==> src/rtl/wdt_pkg.sv <==
package wdt_pkg;

    // Register index taken from byte-address bits [3:2]
    typedef enum logic [1:0] {
        RSEL_LOAD  = 2'd0,
        RSEL_VALUE = 2'd1,
        RSEL_CTRL  = 2'd2,
        RSEL_CLEAR = 2'd3
    } rsel_e;

    // Control register bit positions
    localparam int unsigned CB_PD_STOP = 0;
    localparam int unsigned CB_ACT_IRQ = 1;
    localparam int unsigned CB_PRE_LO  = 2;
    localparam int unsigned CB_PRE_HI  = 3;
    localparam int unsigned CB_WD      = 5;
    localparam int unsigned CB_EN      = 7;

    // Prescaler selection
    typedef enum logic [1:0] {
        PRE_DIV1   = 2'b00,
        PRE_DIV16  = 2'b01,
        PRE_DIV256 = 2'b10,
        PRE_ALT256 = 2'b11
    } pre_e;

endpackage

==> src/rtl/wdt_prescaler.sv <==
module wdt_prescaler #(
    parameter int unsigned DIV_MID_LOG2 = 4,
    parameter int unsigned DIV_HI_LOG2  = 8
) (
    input  logic       clk_i,
    input  logic       por_n_i,
    input  logic       restart_i,
    input  logic       tick_i,
    input  logic [1:0] sel_i,
    output logic       step_o
);
    import wdt_pkg::*;

    localparam int unsigned PRE_W = DIV_HI_LOG2;
    localparam logic [PRE_W-1:0] LIM_MID = PRE_W'((1 << DIV_MID_LOG2) - 1);
    localparam logic [PRE_W-1:0] LIM_HI  = PRE_W'((1 << DIV_HI_LOG2) - 1);

    typedef struct packed {
        logic [PRE_W-1:0] pcnt;
    } pre_state_t;

    pre_state_t st_d, st_q;
    logic [PRE_W-1:0] lim;

    always_comb begin
        unique case (pre_e'(sel_i))
            PRE_DIV1:  lim = '0;
            PRE_DIV16: lim = LIM_MID;
            default:   lim = LIM_HI;
        endcase
        st_d   = st_q;
        step_o = tick_i && (st_q.pcnt >= lim);
        if (restart_i) begin
            st_d.pcnt = '0;
        end else if (tick_i) begin
            st_d.pcnt = step_o ? '0 : st_q.pcnt + 1'b1;
        end
    end

    always_ff @(posedge clk_i or negedge por_n_i) begin
        if (!por_n_i) st_q <= '0;
        else          st_q <= st_d;
    end

    // the divider phase never passes the selected limit by more than one tick
    p_phase_bound_r2: assert property (@(posedge clk_i) disable iff (!por_n_i)
        (tick_i && !restart_i && step_o) |=> (st_q.pcnt == '0));

endmodule

==> src/rtl/wdt_regs.sv <==
module wdt_regs #(
    parameter int unsigned     DATA_W   = 16,
    parameter logic [DATA_W-1:0] LOAD_RST = 16'h03D7
) (
    input  logic              clk_i,
    input  logic              por_n_i,
    input  logic              soft_rst_i,
    input  logic              wr_load_i,
    input  logic              wr_ctrl_i,
    input  logic [DATA_W-1:0] wdata_i,
    output logic [DATA_W-1:0] load_o,
    output logic [DATA_W-1:0] ctrl_o,
    output logic              locked_o
);
    import wdt_pkg::*;

    typedef struct packed {
        logic [DATA_W-1:0] load;
        logic [DATA_W-1:0] ctrl;
    } reg_state_t;

    reg_state_t st_d, st_q;

    assign load_o   = st_q.load;
    assign ctrl_o   = st_q.ctrl;
    assign locked_o = st_q.ctrl[CB_WD];

    always_comb begin
        st_d = st_q;
        if (!locked_o) begin
            if (soft_rst_i) begin
                st_d.load = LOAD_RST;
                st_d.ctrl = '0;
            end else begin
                if (wr_load_i) st_d.load = wdata_i;
                if (wr_ctrl_i) st_d.ctrl = wdata_i;
            end
        end
    end

    always_ff @(posedge clk_i or negedge por_n_i) begin
        if (!por_n_i) begin
            st_q.load <= LOAD_RST;
            st_q.ctrl <= '0;
        end else begin
            st_q <= st_d;
        end
    end

    // a locked register set never changes before the next power-on reset
    p_lock_hold_r7: assert property (@(posedge clk_i) disable iff (!por_n_i)
        locked_o |=> ($stable(load_o) && $stable(ctrl_o) && locked_o));

    // a system reset while unlocked restores the defaults
    p_soft_defaults_r8: assert property (@(posedge clk_i) disable iff (!por_n_i)
        (soft_rst_i && !locked_o) |=> (load_o == LOAD_RST && ctrl_o == '0));

endmodule

==> src/rtl/wdt_core.sv <==
module wdt_core #(
    parameter int unsigned       DATA_W  = 16,
    parameter logic [DATA_W-1:0] VAL_RST = 16'h03D7
) (
    input  logic              clk_i,
    input  logic              por_n_i,
    input  logic              soft_rst_i,
    input  logic              reload_i,
    input  logic              step_i,
    input  logic [DATA_W-1:0] load_i,
    input  logic              wd_mode_i,
    input  logic              act_irq_i,
    output logic [DATA_W-1:0] value_o,
    output logic              irq_o,
    output logic              rst_req_o
);

    typedef struct packed {
        logic [DATA_W-1:0] value;
        logic              irq;
        logic              rst_req;
    } core_state_t;

    core_state_t st_d, st_q;

    assign value_o   = st_q.value;
    assign irq_o     = st_q.irq;
    assign rst_req_o = st_q.rst_req;

    always_comb begin
        st_d         = st_q;
        st_d.rst_req = 1'b0;
        if (soft_rst_i) begin
            st_d.value = VAL_RST;
            st_d.irq   = 1'b0;
        end else if (reload_i) begin
            st_d.value = load_i;
            st_d.irq   = 1'b0;
        end else if (step_i) begin
            if (st_q.value == '0) begin
                st_d.value = load_i;
                if (wd_mode_i && !act_irq_i) st_d.rst_req = 1'b1;
                else                         st_d.irq     = 1'b1;
            end else begin
                st_d.value = st_q.value - 1'b1;
            end
        end
    end

    always_ff @(posedge clk_i or negedge por_n_i) begin
        if (!por_n_i) begin
            st_q.value   <= VAL_RST;
            st_q.irq     <= 1'b0;
            st_q.rst_req <= 1'b0;
        end else begin
            st_q <= st_d;
        end
    end

    // a step at zero reloads from the load register
    p_zero_reload_r3: assert property (@(posedge clk_i) disable iff (!por_n_i)
        (step_i && !reload_i && !soft_rst_i && value_o == '0) |=> (value_o == $past(load_i)));

    // a step above zero lowers the count by exactly one
    p_dec_one_r3: assert property (@(posedge clk_i) disable iff (!por_n_i)
        (step_i && !reload_i && !soft_rst_i && value_o != '0) |=> (value_o == $past(value_o) - 1'b1));

    // a clear write loads the count and drops the interrupt
    p_clear_reload_r4: assert property (@(posedge clk_i) disable iff (!por_n_i)
        (reload_i && !soft_rst_i) |=> (value_o == $past(load_i) && !irq_o));

    // the interrupt is sticky until cleared
    p_irq_sticky_r5: assert property (@(posedge clk_i) disable iff (!por_n_i)
        (irq_o && !reload_i && !soft_rst_i) |=> irq_o);

    // the reset request lasts one cycle
    p_req_pulse_r6: assert property (@(posedge clk_i) disable iff (!por_n_i)
        rst_req_o |=> !rst_req_o);

    // without a step, clear or reset the count holds
    p_idle_hold_r9: assert property (@(posedge clk_i) disable iff (!por_n_i)
        (!step_i && !reload_i && !soft_rst_i) |=> $stable(value_o));

endmodule

==> src/rtl/wdt_timer.sv <==
module wdt_timer #(
    parameter int unsigned       DATA_W       = 16,
    parameter int unsigned       ADDR_W       = 4,
    parameter logic [DATA_W-1:0] LOAD_RST     = 16'h03D7,
    parameter int unsigned       DIV_MID_LOG2 = 4,
    parameter int unsigned       DIV_HI_LOG2  = 8
) (
    input  logic              clk_i,
    input  logic              por_n_i,
    input  logic              sys_rst_n_i,
    input  logic              tick_i,
    input  logic              dbg_halt_i,
    input  logic              pwr_down_i,
    input  logic              bus_wr_i,
    input  logic [ADDR_W-1:0] bus_addr_i,
    input  logic [DATA_W-1:0] bus_wdata_i,
    output logic [DATA_W-1:0] bus_rdata_o,
    output logic              rst_req_o,
    output logic              irq_o
);
    import wdt_pkg::*;

    localparam int unsigned IDX_LSB = 2;

    logic [DATA_W-1:0] load_q, ctrl_q, value_q;
    logic              locked;
    logic              aligned;
    rsel_e             rsel;
    logic              wr_load, wr_ctrl, wr_clear;
    logic              soft_rst, run, freeze, tick_ok, step;

    assign rsel     = rsel_e'(bus_addr_i[IDX_LSB+1:IDX_LSB]);
    assign aligned  = (bus_addr_i[IDX_LSB-1:0] == '0) && (bus_addr_i >> (IDX_LSB + 2)) == '0;
    assign wr_load  = bus_wr_i && aligned && rsel == RSEL_LOAD;
    assign wr_ctrl  = bus_wr_i && aligned && rsel == RSEL_CTRL;
    assign wr_clear = bus_wr_i && aligned && rsel == RSEL_CLEAR;

    assign soft_rst = !sys_rst_n_i && !locked;
    assign run      = locked || ctrl_q[CB_EN];
    assign freeze   = dbg_halt_i || (pwr_down_i && ctrl_q[CB_PD_STOP]);
    assign tick_ok  = tick_i && run && !freeze;

    wdt_regs #(
        .DATA_W   (DATA_W),
        .LOAD_RST (LOAD_RST)
    ) u_regs (
        .clk_i      (clk_i),
        .por_n_i    (por_n_i),
        .soft_rst_i (soft_rst),
        .wr_load_i  (wr_load),
        .wr_ctrl_i  (wr_ctrl),
        .wdata_i    (bus_wdata_i),
        .load_o     (load_q),
        .ctrl_o     (ctrl_q),
        .locked_o   (locked)
    );

    wdt_prescaler #(
        .DIV_MID_LOG2 (DIV_MID_LOG2),
        .DIV_HI_LOG2  (DIV_HI_LOG2)
    ) u_pre (
        .clk_i     (clk_i),
        .por_n_i   (por_n_i),
        .restart_i (wr_clear || soft_rst),
        .tick_i    (tick_ok),
        .sel_i     (ctrl_q[CB_PRE_HI:CB_PRE_LO]),
        .step_o    (step)
    );

    wdt_core #(
        .DATA_W  (DATA_W),
        .VAL_RST (LOAD_RST)
    ) u_core (
        .clk_i      (clk_i),
        .por_n_i    (por_n_i),
        .soft_rst_i (soft_rst),
        .reload_i   (wr_clear),
        .step_i     (step),
        .load_i     (load_q),
        .wd_mode_i  (locked),
        .act_irq_i  (ctrl_q[CB_ACT_IRQ]),
        .value_o    (value_q),
        .irq_o      (irq_o),
        .rst_req_o  (rst_req_o)
    );

    always_comb begin
        bus_rdata_o = '0;
        if (aligned) begin
            unique case (rsel)
                RSEL_LOAD:  bus_rdata_o = load_q;
                RSEL_VALUE: bus_rdata_o = value_q;
                RSEL_CTRL:  bus_rdata_o = ctrl_q;
                default:    bus_rdata_o = '0;
            endcase
        end
    end

    // debug halt freezes the count unless a clear or reset intervenes
    p_halt_freeze_r9: assert property (@(posedge clk_i) disable iff (!por_n_i)
        (dbg_halt_i && !wr_clear && !soft_rst) |=> $stable(value_q));

    // a reset request only ever comes out of watchdog mode
    p_req_in_wd_r6: assert property (@(posedge clk_i) disable iff (!por_n_i)
        rst_req_o |-> locked);

    // a system reset in watchdog mode leaves the count alone
    p_sysrst_ignored_r8: assert property (@(posedge clk_i) disable iff (!por_n_i)
        (locked && !sys_rst_n_i && !tick_i && !wr_clear) |=> $stable(value_q));

endmodule

==> config.mk <==
export PLATFORM = sky130hd
export DESIGN_NAME = wdt_timer
export DESIGN_NICKNAME = d
export VERILOG_FILES = /design/src/rtl/wdt_pkg.sv /design/src/rtl/wdt_prescaler.sv /design/src/rtl/wdt_regs.sv /design/src/rtl/wdt_core.sv /design/src/rtl/wdt_timer.sv
export SDC_FILE = /design/constraint.sdc
export NUM_CORES = 1
export LEC_CHECK = 0
export ABC_CLOCK_PERIOD_IN_PS = 2600
export BUFFER_PORTS_ARGS = -buffer_cell sky130_fd_sc_hd__buf_4
export CAP_MARGIN = 20
export CORE_UTILIZATION = 54
export CTS_CLUSTER_SIZE = 24
export DETAILED_ROUTE_END_ITERATION = 10
export PLACE_DENSITY = 0.87
export SYNTH_ARGS = -nofsm -noshare
export SYNTH_HDL_FRONTEND = slang
export SYNTH_HIERARCHICAL = 1
export SYNTH_SLANG_ARGS = --single-unit
==> constraint.sdc <==
create_clock -name clk_i -period 2.6 [get_ports clk_i]
set_input_delay 0.13 -clock clk_i [delete_from_list [all_inputs] [get_ports clk_i]]
set_output_delay 0.13 -clock clk_i [all_outputs]
set_load 0.03 [all_outputs]
# After elaboration in Yosys (flattened, before gate mapping)

Index checks and enable logic that the tools add are counted.

Add/sub/neg operators: 2
Eq/ne operators: 5
Reduce and logical (&&, ||, !) cells: 29
Magnitude comparators: 1
Multiplexer cells: 19
Bitwise gates (word level): 1

Operator list:

| cell                                                | number |
|---|---|
| 2-to-1 mux 16 bit                                   | 4 |
| case mux 16 bit (3 select lines)                    | 1 |
| 2-to-1 mux 17 bit                                   | 2 |
| 2-to-1 mux 32 bit                                   | 1 |
| 2-to-1 mux 8 bit                                    | 3 |
| 2-to-1 mux 18 bit                                   | 1 |
| logical NOT 16 bit                                  | 1 |
| case mux 8 bit (2 select lines)                     | 1 |
| subtractor 16 x 1 -> 16 bit, second input constant  | 1 |
| logical AND 1 bit                                   | 10 |
| adder 8 x 1 -> 8 bit, second input constant         | 1 |
| >= comparator 8 bit                                 | 1 |
| logical NOT 2 bit                                   | 3 |
| 2-to-1 mux 6 bit                                    | 1 |
| nonzero test 2 bit                                  | 3 |
| nonzero test 3 bit                                  | 2 |
| equality test 2 x 1 -> 1 bit, second input constant | 2 |
| equality test 2 bit, second input constant          | 2 |
| logical NOT 1 bit                                   | 4 |
| 2-to-1 mux 1 bit                                    | 4 |
| AND reduction 2 bit                                 | 2 |
| logical OR 1 bit                                    | 3 |
| != test 3 bit, second input constant                | 1 |
| AND reduction 3 bit                                 | 1 |
| other kinds (2)                                     | 2 |

Register bits: 58
Input bits: 27
Output and inout port bits: 18

# Depth between registers and ports, before layout

Gate-level depths: netlist of run 1.

Depth after elaboration: 8
Depth in mapped cells: 12

# By module

Netlist of run 1, hierarchy kept.

Modules (own cells, without submodules):

| module        | times used | area each (um^2) | cells an instance |
|---|---|---|---|
| wdt_regs      | 1          | 1,793.0          | 171 |
| wdt_core      | 1          | 1,244.9          | 147 |
| wdt_prescaler | 1          | 720.7            | 74 |
| wdt_timer     | 1          | 559.3            | 86 |

# Worst setup path after synthesis of run 1

OpenSTA, ideal clock, no wires.

Path type: register to register
Start: reg u_regs.st_q (netlist bit u_regs/ctrl_o[3])
End: reg u_core.st_q (netlist bit u_core/value_o[15])
Slack: -67 ps
Stages on the path, launching flop included: 11
Required time: 2,469 ps
Library setup time: 131 ps
Arrival time: 2,536 ps
Cell sequence: dfrtp_1 inv_1 ha_1 and2_1 nand4_1 o21ai_4 and2_2 clkbuf_1 a21boi_0 a32oi_1 o21ai_1

Word-level cells in the longest chain between the ends: 5
Elaborated cells on any way between the ends: 6

RTL lines:

| item                                                              | RTL line            | text |
|---|---|---|
| start: declaration                                                | wdt_regs.sv:22      | `reg_state_t st_d, st_q;` |
| start signal: assignment                                          | wdt_regs.sv:46      | `st_q <= st_d;` |
| equality test 2 x 1 -> 1 bit or logical NOT 2 bit (tied branches) | wdt_prescaler.sv:26 | `unique case (pre_e'(sel_i))` |
| case mux 8 bit (2 select lines) (*)                               | wdt_prescaler.sv:26 |  |
| >= comparator 8 bit (*)                                           | wdt_prescaler.sv:32 | `step_o = tick_i && (st_q.pcnt >= lim);` |
| logical AND 1 bit (*)                                             | wdt_prescaler.sv:32 |  |
| via step                                                          | wdt_timer.sv:30     | `logic soft_rst, run, freeze, tick_ok, step;` |
| nonzero test 3 bit (no source line) (*)                           | n/a                 |  |
| end signal: assignment                                            | wdt_core.sv:56      | `st_q <= st_d;` |
| end: declaration                                                  | wdt_core.sv:24      | `core_state_t st_d, st_q;` |

The timed path passes the listed nets; every way through them passes the cells marked *.
A chain may end at the register's enable or synchronous reset.

# Worst setup path in the final report of run 1

Start: reg u_regs.st_q (netlist bit u_regs/ctrl_o[7])
End: reg u_core.st_q (netlist bit u_core/value_o[15])

Word-level cells in the longest chain between the ends: 5

RTL lines:

| item                                | RTL line            | text |
|---|---|---|
| logical OR 1 bit                    | wdt_timer.sv:39     | `assign run = locked \|\| ctrl_q[CB_EN];` |
| logical AND 1 bit (2 in series)     | wdt_timer.sv:41     | `assign tick_ok = tick_i && run && !freeze;` |
| via tick_ok                         | wdt_timer.sv:30     |  |
| logical AND 1 bit                   | wdt_prescaler.sv:32 |  |
| via step                            | wdt_timer.sv:30     |  |
| nonzero test 3 bit (no source line) | n/a                 |  |

The timed path passes the listed nets, and every way through them passes these cells.

==> flow_summary.yaml, run 1 <==
status:
  status: "completed"
setup_path:
  r2r-end: "u_core/value_o[15]$_DFFE_PN0P_"
  critPathCaptureType: "flip-flop"
  r2r-start: "u_regs/ctrl_o[7]$_DFFE_PN0P_"
  crit_chain: "nor2_1 -> a2111oi_2 -> and2_4 -> nor3_1 -> buf_4 -> or4_1 -> a32oi_1 -> o21ai_1"
  critPathTopFamily: "compound AO/OA/AOI/OAI gates"
  r2r_slack_ns: 0.05
  cp-start-kind: "flip-flop"
  arrival_ns: 2.78
  cp.required_ns: 2.83
  rr_worst_depth: 8
  crit_buf_inv: 1
  slowest_stage: "a2111oi_2"
  critPathKind: "reg -> reg"
  crit_fanout: 6
  cpPeakStageDelay_ns: 0.66
layout:
  nNetsFinal: 564
  area_growth_pct: 16.2
  diodes: 0
  final_area_um2: 5020
  n_fill_cell: 625
  drive_gt1_share_pct: 27.3
routing:
  route.vias.total: 4110
  vias_per_cell: 6.46
  drt_pass1_iterations: 8
  drt_iter0_markers: 339
  wl_per_cell_um: 18.6
  drc_errors: 0
  wirelength_um: 11800
  ant_nets: 0
synth:
  syn_inst: 478
  async_flop_share_pct: 100
  ys_types: 73
  yosys_warnings: 6
  syn_area_per_cell_um2: 9.03
  synthesis.nets: 513
  seq_area_frac_synth_pct: 34.1
  synth-main-ff-cell: "dfrtp_1"
  synth_seq_cells: 58
  synth_area_um2: 4320
  synth-edff-count: 0
pwr:
  p_per_area_nw_per_um2: 776
  vdd.ir_drop.worst_uv: 606
  p_leak_nw: 1.99
min_path:
  hold_path_end: "u_regs/ctrl_o[5]$_DFF_PN0_"
  hold_path_depth: 3
  hold_start: "bus_wdata_i[5]"
  hp-class: "in -> reg"
clocking:
  clkLatencyLatePin_ns: 0.35
  root_buffer: "clkbuf_8"
  cts_sinks: 58
  ctsLongestPathBuffers: 2
  h-tree-depth: 3
  cts_tree: "built"
  cts_made_buffers: 9
  path_clk_slew_ns: 0.07
placement:
  io_buffers: 44
  gp_congestion: 0.979
  place_ws_ns: 0.0521
  place_area_um2: 4760
  dp_hpwl_um: 8180
global_route:
  grt_pass1_vias: 3812
  grt.overflow.total: 0
  grt.met3_usage_pct: 4.69
  grt_antenna_before_repair: 0
  grt_max_degree: 61
  grt_first_pass_wirelength_um: 18900
  top_usage_layer: "met2"
  use_met1_pct: 38.9
  grt_use_met2_pct: 46.4
  track_usage_pct: 28.9
floorplanning:
  io_pins: 45
  row_count: 32
  die_y_um: 91.4
  core_area_um2: 7730
  start_util_pct: 55.9
  die_x_um: 91.4
  die_area_um2: 8360
sta:
  relSlewSlack_pct: 47.3
  fmax_mhz: 392
  fin_crit_sh_pct: 98.0
  period_minus_slack_ns: 2.55
  setup_viol: 0
  worst_slack_ns: 0.0520
  finalClockSkew_ns: 0.0117
  drv_slew: 0
  hold_viol_final: 0
  worst_pin_slew_ns: 0.791
run:
  drv_cap: 0
cells in the final DEF (no fill, tap or decap), types with 13 or more instances in the layout:
cell type  count
a211oi_1      30
buf_4         74
dfrtp_1       42
dfstp_2       16
inv_1         30
nand2_1       43
nand2b_1      28
nand3b_1      24
nor2_1        20
nor2b_1       18
o21ai_0       13
o221ai_1      14
layer usage:
layer | routed length [um] | part of all wire, %
met1 | 4980 | 42
met5 | 0 | 0
met4 | 250 | 2.1
met2 | 5650 | 48
met3 | 964 | 8.1
state kept, by name (all words and copies together) (netlist names):
signal,flops
u_core/rst_req_o,1
u_core/irq_o,1
u_core/value_o,16
u_regs/load_o,16
u_regs/ctrl_o,16
u_pre/st_q,8
worst reg2reg max path: stages (launching register included):
cell	delay, ns
dfrtp_1	0.42
nor2_1	0.11
a2111oi_2	0.66
and2_4	0.32
nor3_1	0.06
buf_4	0.17
or4_1	0.40
a32oi_1	0.21
o21ai_1	0.09
synthesized netlist by cell type (11+ instances only):
master    instances  share of area (%)
nand2_1          43                3.7
dfrtp_1          42                 24
inv_1            31                2.7
a211oi_1         30                5.2
nand2b_1         28                4.1
nand3b_1         24                4.2
nor2_1           21                1.8
nor2b_1          18                2.6
dfstp_2          16                9.7
o221ai_1         14                2.8
o21ai_0          13                1.5
a21oi_1          12                1.4
clkbuf_1         12                1.0
nand3_1          11                1.3
where the power goes:
part | total [mW] | leakage [nW] | switching (mW) | internal, mW
sequential | 1.51 | 0.741 | 0.316 | 1.20
combinational | 1.52 | 1.16 | 0.821 | 0.701
clock | 0.864 | 0.0962 | 0.416 | 0.448
total | 3.90 | 1.99 | 1.55 | 2.34
timing repair:
action	4_1_cts	5_1_grt
gates resized for setup	0	5
hold buffers	1	0
setup endpoints to repair	0	7
buffers inserted	0	1
endpoints found under the hold margin	42	0
how the worst max path moves through the flow:
stage / from / to / slack [ns] / cells past startpoint
floorplan: u_regs/ctrl_o[3]$_DFFE_PN0P_ / u_core/value_o[15]$_DFFE_PN0P_ / -0.009 / 10
global placement: u_regs/ctrl_o[3]$_DFFE_PN0P_ / u_core/value_o[15]$_DFFE_PN0P_ / 0.17 / 11
detailed placement: u_regs/ctrl_o[3]$_DFFE_PN0P_ / u_core/value_o[15]$_DFFE_PN0P_ / 0.05 / 11
CTS: u_regs/ctrl_o[3]$_DFFE_PN0P_ / u_core/value_o[15]$_DFFE_PN0P_ / 0.04 / 11
global route: u_regs/ctrl_o[3]$_DFFE_PN0P_ / u_core/value_o[3]$_DFFE_PN0P_ / -0.006 / 10
finish: u_regs/ctrl_o[7]$_DFFE_PN0P_ / u_core/value_o[15]$_DFFE_PN0P_ / 0.05 / 8
kinds of logic (layout without fill, tap and decap cells):
family	after synthesis	after routing	synth area share (%)
flip-flops	58	58	34.1
adder cells (fa/ha/maj)	8	8	2.32
multiplexers	8	8	1.88
AO/OA/AOI/OAI	129	129	25.1
buffers and inverters	67	122	8.35
AND/OR/NAND/NOR	206	207	27.8
XOR/XNOR	2	2	0.406
cell type report:
type | count | area, um^2 | share of cell area (%)
clock inverter | 7 | 76.3 | 1.52
inverter | 31 | 116 | 2.32
timing repair buffer | 75 | 566 | 11.3
multi-input combinational | 354 | 2540 | 50.6
sequential | 58 | 1470 | 29.3
tap | 102 | 128 | 2.54
clock buffer | 9 | 124 | 2.47
through the flow:
stage	utilization, %	instances	hold WS, ns	power (mW)	setup TNS [ns]
after floorplan	-	478	-0.166	2.43	-0.0154
after global placement	61.6	616	0.242	2.83	0
after detailed placement	61.6	616	0.238	2.93	0
after CTS	64.3	633	0.0229	3.80	0
after global routing	64.9	636	0.0393	4.09	-0.00646
final	64.9	636	0.0397	3.90	0
Power figures use the tool's default switching activity.
==> inputs of run 2 (changes only) <==
Settings changed: ABC_AREA set to 1, GPL_TIMING_DRIVEN set to 0.
==> run 2 against run 1 <==
Against the previous run:
- flip-flop and latch count stayed put
- cell area is 3.1% lower
- critical path depth is 6 higher
- clock skew is 0.0081 ns lower
- synthesized cell count is 23% higher
- critical path type unchanged
- critical endpoint is now u_core/value_o[11]$_DFFE_PN0P_
- largest cell class unchanged
==> flow_summary.yaml, run 2 <==
sta:
  fmax_mhz: 404
  fin_crit_sh_pct: 95.3
  period_minus_slack_ns: 2.48
  worst_pin_slew_ns: 0.732
  setup_viol: 0
  relSlewSlack_pct: 51.2
  drv_slew: 0
  finalClockSkew_ns: 0.00365
  hold_viol_final: 0
  worst_slack_ns: 0.122
layout:
  final_common_cell: "nand2_1"
  area_growth_pct: 16.3
  final_area_um2: 4860
  n_fill_cell: 631
  drive_gt1_share_pct: 24.7
  final_cell_mix: "nand2_1 (165), nand3_1 (95), inv_1 (55), buf_4 (55), nor2_1 (52)"
  diodes: 0
  nNetsFinal: 683
  finish.utilization_pct: 66.0
setup_path:
  cpPeakStageDelay_ns: 0.42
  r2r_slack_ns: 0.12
  cp.required_ns: 2.87
  crit_top_cell: "inv_2"
  crit_fanout: 10
  r2r-end: "u_core/value_o[11]$_DFFE_PN0P_"
  rr_worst_depth: 14
  cp-start-kind: "flip-flop"
  r2r-start: "u_regs/ctrl_o[3]$_DFFE_PN0P_"
  arrival_ns: 2.75
  crit_chain: "inv_1 -> ha_1 -> a21o_2 -> nor2_2 -> nand2_2 -> nand2_4 -> inv_2 -> buf_2 -> inv_2 -> nand2_1 -> inv_2 -> clkbuf_4 -> nand2_1 -> o21ai_1"
  slowest_stage: "dfrtp_2"
  critPathTopFamily: "buffers and inverters"
  critPathCaptureType: "flip-flop"
  critPathKind: "reg -> reg"
  crit_buf_inv: 6
pwr:
  clkPwrFrac_pct: 24.7
  p_per_area_nw_per_um2: 664
  vdd.ir_drop.worst_uv: 348
  power_frac_comb_pct: 35.0
  seqPwrFrac_pct: 40.3
  switching_share_pct: 40.3
  p_int_mw: 1.93
  p_leak_nw: 2.67
  p_switching_mw: 1.30
synth:
  synth_most_common_cell: "nand2_1"
  yosys_warnings: 6
  synth-main-ff-cell: "dfrtp_1"
  syn_inst: 590
  synth-edff-count: 0
  seq_area_frac_synth_pct: 35.2
  syn_area_per_cell_um2: 7.09
  synth_top_cell_by_area: "dfrtp_1"
  yosysTopAreaCellShare_pct: 25.1
  synthTopCellsByCount: "nand2_1 (166), nand3_1 (95), inv_1 (56)"
  ys_types: 35
  async_flop_share_pct: 100
  synthTopCellsByArea: "dfrtp_1 (25%), nand2_1 (15%), nand3_1 (11%)"
  synth_seq_cells: 58
  synth_area_um2: 4180
  synthesis.nets: 625
routing:
  route.vias.total: 4291
  drt_iter0_markers: 411
  wl_per_cell_um: 15.2
  wirelength_um: 11500
  drc_errors: 0
  ant_nets: 0
  vias_per_cell: 5.71
  drt_pass1_iterations: 5
placement:
  io_buffers: 44
  gp_congestion: 0.926
  place_ws_ns: 0.0203
  dp_hpwl_um: 8540
  place_area_um2: 4630
clocking:
  ctsLongestPathBuffers: 2
  cts_sinks: 58
  h-tree-depth: 3
  root_buffer: "clkbuf_8"
  path_clk_slew_ns: 0.07
  cts_tree: "built"
  clkLatencyLatePin_ns: 0.34
  cts_made_buffers: 9
global_route:
  top_usage_layer: "met2"
  grt_max_degree: 59
  grt_pass1_vias: 4137
  use_met1_pct: 40.4
  grt.overflow.total: 0
  grt_antenna_before_repair: 0
  grt.met3_usage_pct: 4.31
  track_usage_pct: 30.4
  grt_use_met2_pct: 50.8
  grt_first_pass_wirelength_um: 19800
floorplanning:
  die_x_um: 90.0
  die_area_um2: 8100
  die_y_um: 90.0
  io_pins: 45
  core_area_um2: 7370
  start_util_pct: 56.7
  row_count: 31
run:
  drv_cap: 0
min_path:
  hold_start: "bus_wdata_i[5]"
  hold_path_depth: 3
  hold_path_end: "u_regs/ctrl_o[5]$_DFF_PN0_"
  hp-class: "in -> reg"
status:
  status: "completed"
-- run 2: cell types whose count changed after synthesis, moves of 12 or more --
cell / previous run / this run
clkbuf_1: 12 / 0
a211oi_1: 30 / 0
nand3b_1: 24 / 0
nand4_1: 6 / 27
nand2_1: 43 / 166
nand3_1: 11 / 95
o221ai_1: 14 / 0
nor2_1: 21 / 54
nor2b_1: 18 / 0
inv_1: 31 / 56
nand2b_1: 28 / 0
-- run 2: cells by family after synthesis --
group	Yosys count	synth area share, %
and+or+nand+nor	387	44.5
buffers and inverters	91	11.3
adders and majority gates	8	2.39
xor gates and xnor gates	9	1.89
DFF	58	35.2
AOI/OAI and AO/OA	37	4.67
-- run 2: repair_timing --
action                                  in CTS  in global routing
pin swaps                                    0                  1
hold buffers                                 1                  0
gates resized for setup                      1                  6
setup buffers                                0                  2
endpoints found under the setup margin       1                 16
endpoints found under the hold margin       42                  0
-- run 2: cell type report --
cell class              count  area [um^2]  area share [%]
repair buffers             47          355            7.31
well taps                  99          124            2.55
plain buffers              27          223            4.58
flip-flops and latches     58         1470            30.3
clock inverters             4         25.0           0.515
clock buffers              12          165            3.40
multi-input cells         441         2240            46.1
inverters                  64          253            5.20
-- run 2: metal layers --
metal	vias to the layer above	share of wire (%)
li1	2031	-
met1	2014	41
met2	226	49
met3	20	8.5
met4	0	1.8
met5	-	0
-- run 2: worst register-to-register path: stages, from the launching register on --
cell	delay, ns
dfrtp_2	0.42
inv_1	0.11
ha_1	0.34
a21o_2	0.21
nor2_2	0.20
nand2_2	0.10
nand2_4	0.12
inv_2	0.03
buf_2	0.18
inv_2	0.11
nand2_1	0.11
inv_2	0.12
clkbuf_4	0.21
nand2_1	0.07
o21ai_1	0.08
-- run 2: stage by stage --
step                TNS [ns]  power (mW)  std cells  hold WS (ns)
floorplan                  0        2.08        590        -0.166
global placement           0        2.33        733         0.232
detailed placement         0        2.39        733         0.240
CTS                        0        3.19        750        0.0213
global route          -0.142        3.43        752        0.0448
finish                     0        3.23        752        0.0311
-- run 2: worst max-delay path by stage --
stage	from	endpoint	depth (start not counted)
finish	u_regs/ctrl_o[3]$_DFFE_PN0P_	u_core/value_o[11]$_DFFE_PN0P_	14
global route	u_regs/ctrl_o[3]$_DFFE_PN0P_	u_core/value_o[6]$_DFFE_PN1P_	14
CTS	u_regs/ctrl_o[3]$_DFFE_PN0P_	u_core/value_o[7]$_DFFE_PN1P_	14
detailed placement	u_regs/ctrl_o[3]$_DFFE_PN0P_	u_core/value_o[7]$_DFFE_PN1P_	14
global placement	u_regs/ctrl_o[3]$_DFFE_PN0P_	u_core/value_o[11]$_DFFE_PN0P_	14
floorplan	u_regs/ctrl_o[3]$_DFFE_PN0P_	u_core/value_o[9]$_DFFE_PN1P_	14
-- run 2: power groups by stage --
| stage | registers (mW) | logic (mW) | clock network [mW] |
|---|---|---|---|
| 4_1_cts | 1.29 | 1.10 | 0.802 |
| 6_report | 1.30 | 1.13 | 0.797 |
| 3_5_place_dp | 1.30 | 1.09 | 0 |
| 5_1_grt | 1.32 | 1.27 | 0.845 |
| 3_3_place_gp | 1.29 | 1.03 | 0 |
| 2_1_floorplan | 1.24 | 0.846 | 0 |
==> inputs of run 3 (changes only) <==
==> constraint.sdc (replaced) <==
create_clock -name clk_i -period 2.6 [get_ports clk_i]
set_input_delay 0.52 -clock clk_i [delete_from_list [all_inputs] [get_ports clk_i]]
set_output_delay 0.52 -clock clk_i [all_outputs]
set_load 0.03 [all_outputs]
==> run 3 against run 2 <==
Against the previous run:
- total power about the same
- via count down 0.54%
- first-iteration DRC count down 7.1%
- clock-buffer cell count unchanged
- final cell count down 0.13%
- global-route usage down 0.055 points
- core utilization down 0.14 points
- register-to-register slack about the same
- non-clock buffer count down 1
- sequential power about the same
- cell area down 0.21%
- combinational power about the same
- highest routed layer unchanged
==> flow_summary.yaml, run 3 (synthesis results as in run 2) <==
setup_path:
  cpPeakStageDelay_ns: 0.42
  crit_top_cell: "inv_2"
  crit_fanout: 10
  cp-start-kind: "flip-flop"
  crit_buf_inv: 6
  critPathCaptureType: "flip-flop"
  r2r_slack_ns: 0.12
  critPathTopFamily: "buffers and inverters"
  arrival_ns: 2.75
  cp.required_ns: 2.88
  rr_worst_depth: 14
  r2r-start: "u_regs/ctrl_o[3]$_DFFE_PN0P_"
  path_depth: 14
  r2r-end: "u_core/value_o[7]$_DFFE_PN1P_"
  slowest_stage: "dfrtp_2"
  crit_chain: "inv_1 -> ha_1 -> a21o_2 -> nor2_2 -> nand2_2 -> nand2_4 -> inv_2 -> buf_2 -> inv_2 -> nand2_1 -> inv_2 -> clkbuf_4 -> nand2_1 -> o21ai_1"
  critPathKind: "reg -> reg"
global_route:
  grt_first_pass_wirelength_um: 19700
  track_usage_pct: 30.3
  grt_pass1_vias: 4134
  grt.overflow.total: 0
  grt_antenna_before_repair: 0
  grt_max_degree: 59
sta:
  relSlewSlack_pct: 51.6
  worst_pin_slew_ns: 0.726
  drv_slew: 0
  finalClockSkew_ns: 0.00302
  fin_crit_sh_pct: 95.3
  hold_viol_final: 0
  setup_viol: 0
  period_minus_slack_ns: 2.48
  hold_ws_ns: 0.219
  fmax_mhz: 403
floorplanning:
  die_x_um: 90.0
  die_area_um2: 8100
  row_count: 31
  io_pins: 45
  start_util_pct: 56.7
  die_y_um: 90.0
  core_area_um2: 7370
clocking:
  cts_made_buffers: 9
  h-tree-depth: 3
  path_clk_slew_ns: 0.07
  cts_sinks: 58
  cts_tree: "built"
  root_buffer: "clkbuf_8"
  ctsHoldBuffers: 0
  ctsLongestPathBuffers: 2
  clkLatencyLatePin_ns: 0.35
routing:
  route.vias.total: 4268
  drt_iter0_markers: 382
  ant_nets: 0
  vias_per_cell: 5.68
  drc_errors: 0
  wl_per_cell_um: 15.3
  drt_pass1_iterations: 5
  wirelength_um: 11500
min_path:
  hp-class: "in -> async"
placement:
  dp_hpwl_um: 8540
  place_area_um2: 4630
  io_buffers: 44
  gp_congestion: 0.926
layout:
  final_common_cell: "nand2_1"
  area_growth_pct: 16.1
  diodes: 0
  final_cell_mix: "nand2_1 (165), nand3_1 (95), inv_1 (55), buf_4 (55), nor2_1 (52)"
  nNetsFinal: 682
  final_area_um2: 4850
  drive_gt1_share_pct: 24.7
run:
  drv_cap: 0
pwr:
  p_leak_nw: 2.66
  p_per_area_nw_per_um2: 665
  vdd.ir_drop.worst_uv: 347
status:
  status: "completed"
==> run 3: layout make-up <==
cell class / instances / area, um^2
tap: 99 / 124
sequential: 58 / 1470
buffer: 27 / 223
fill: 632 / 2520
inverter: 64 / 253
multi-input combinational: 441 / 2240
clock buffer: 12 / 165
clock inverter: 4 / 25.0
timing repair buffer: 46 / 345
==> run 3: timing repair <==
action                     in CTS  in global routing
pin swaps                       0                  1
setup endpoints to repair       1                 16
buffers inserted                0                  2
resized for setup               1                  6
==> run 3: layer usage <==
layer  routed length (um)  part of all wire, %  global-route usage [%]
met2                 5610                   49                    50.9
met4                  217                  1.9                    10.6
met5                    0                    0                       0
met3                  868                  7.6                    4.31
met1                 4770                   42                    40.2
==> run 3: through the flow <==
step | power (mW) | utilization [%] | setup WS (ns) | TNS, ns | instances
finish | 3.23 | 65.8 | 0.121 | 0 | 751
global route | 3.43 | 65.8 | -0.0367 | -0.142 | 751
CTS | 3.19 | 65.5 | 0.0720 | 0 | 749
detailed placement | 2.39 | 62.9 | 0.0203 | 0 | 733
global placement | 2.33 | 62.9 | 0.0444 | 0 | 733
floorplan | 2.08 | - | 0.426 | 0 | 590
==> run 3: report_power, final <==
group	internal [mW]	switching, mW
Clock	0.420	0.379
Sequential	1.08	0.223
Combinational	0.431	0.700
Total	1.93	1.30
==> run 3: how the worst max path moves through the flow <==
stage | from | to | slack (ns)
after detailed placement | u_regs/ctrl_o[3]$_DFFE_PN0P_ | u_core/value_o[7]$_DFFE_PN1P_ | 0.02
after global routing | u_regs/ctrl_o[3]$_DFFE_PN0P_ | u_core/value_o[6]$_DFFE_PN1P_ | -0.04
after CTS | u_regs/ctrl_o[3]$_DFFE_PN0P_ | u_core/value_o[7]$_DFFE_PN1P_ | 0.07
after floorplan | u_regs/ctrl_o[3]$_DFFE_PN0P_ | u_core/value_o[9]$_DFFE_PN1P_ | 0.43
final | u_regs/ctrl_o[3]$_DFFE_PN0P_ | u_core/value_o[7]$_DFFE_PN1P_ | 0.12
after global placement | u_regs/ctrl_o[3]$_DFFE_PN0P_ | u_core/value_o[11]$_DFFE_PN0P_ | 0.04
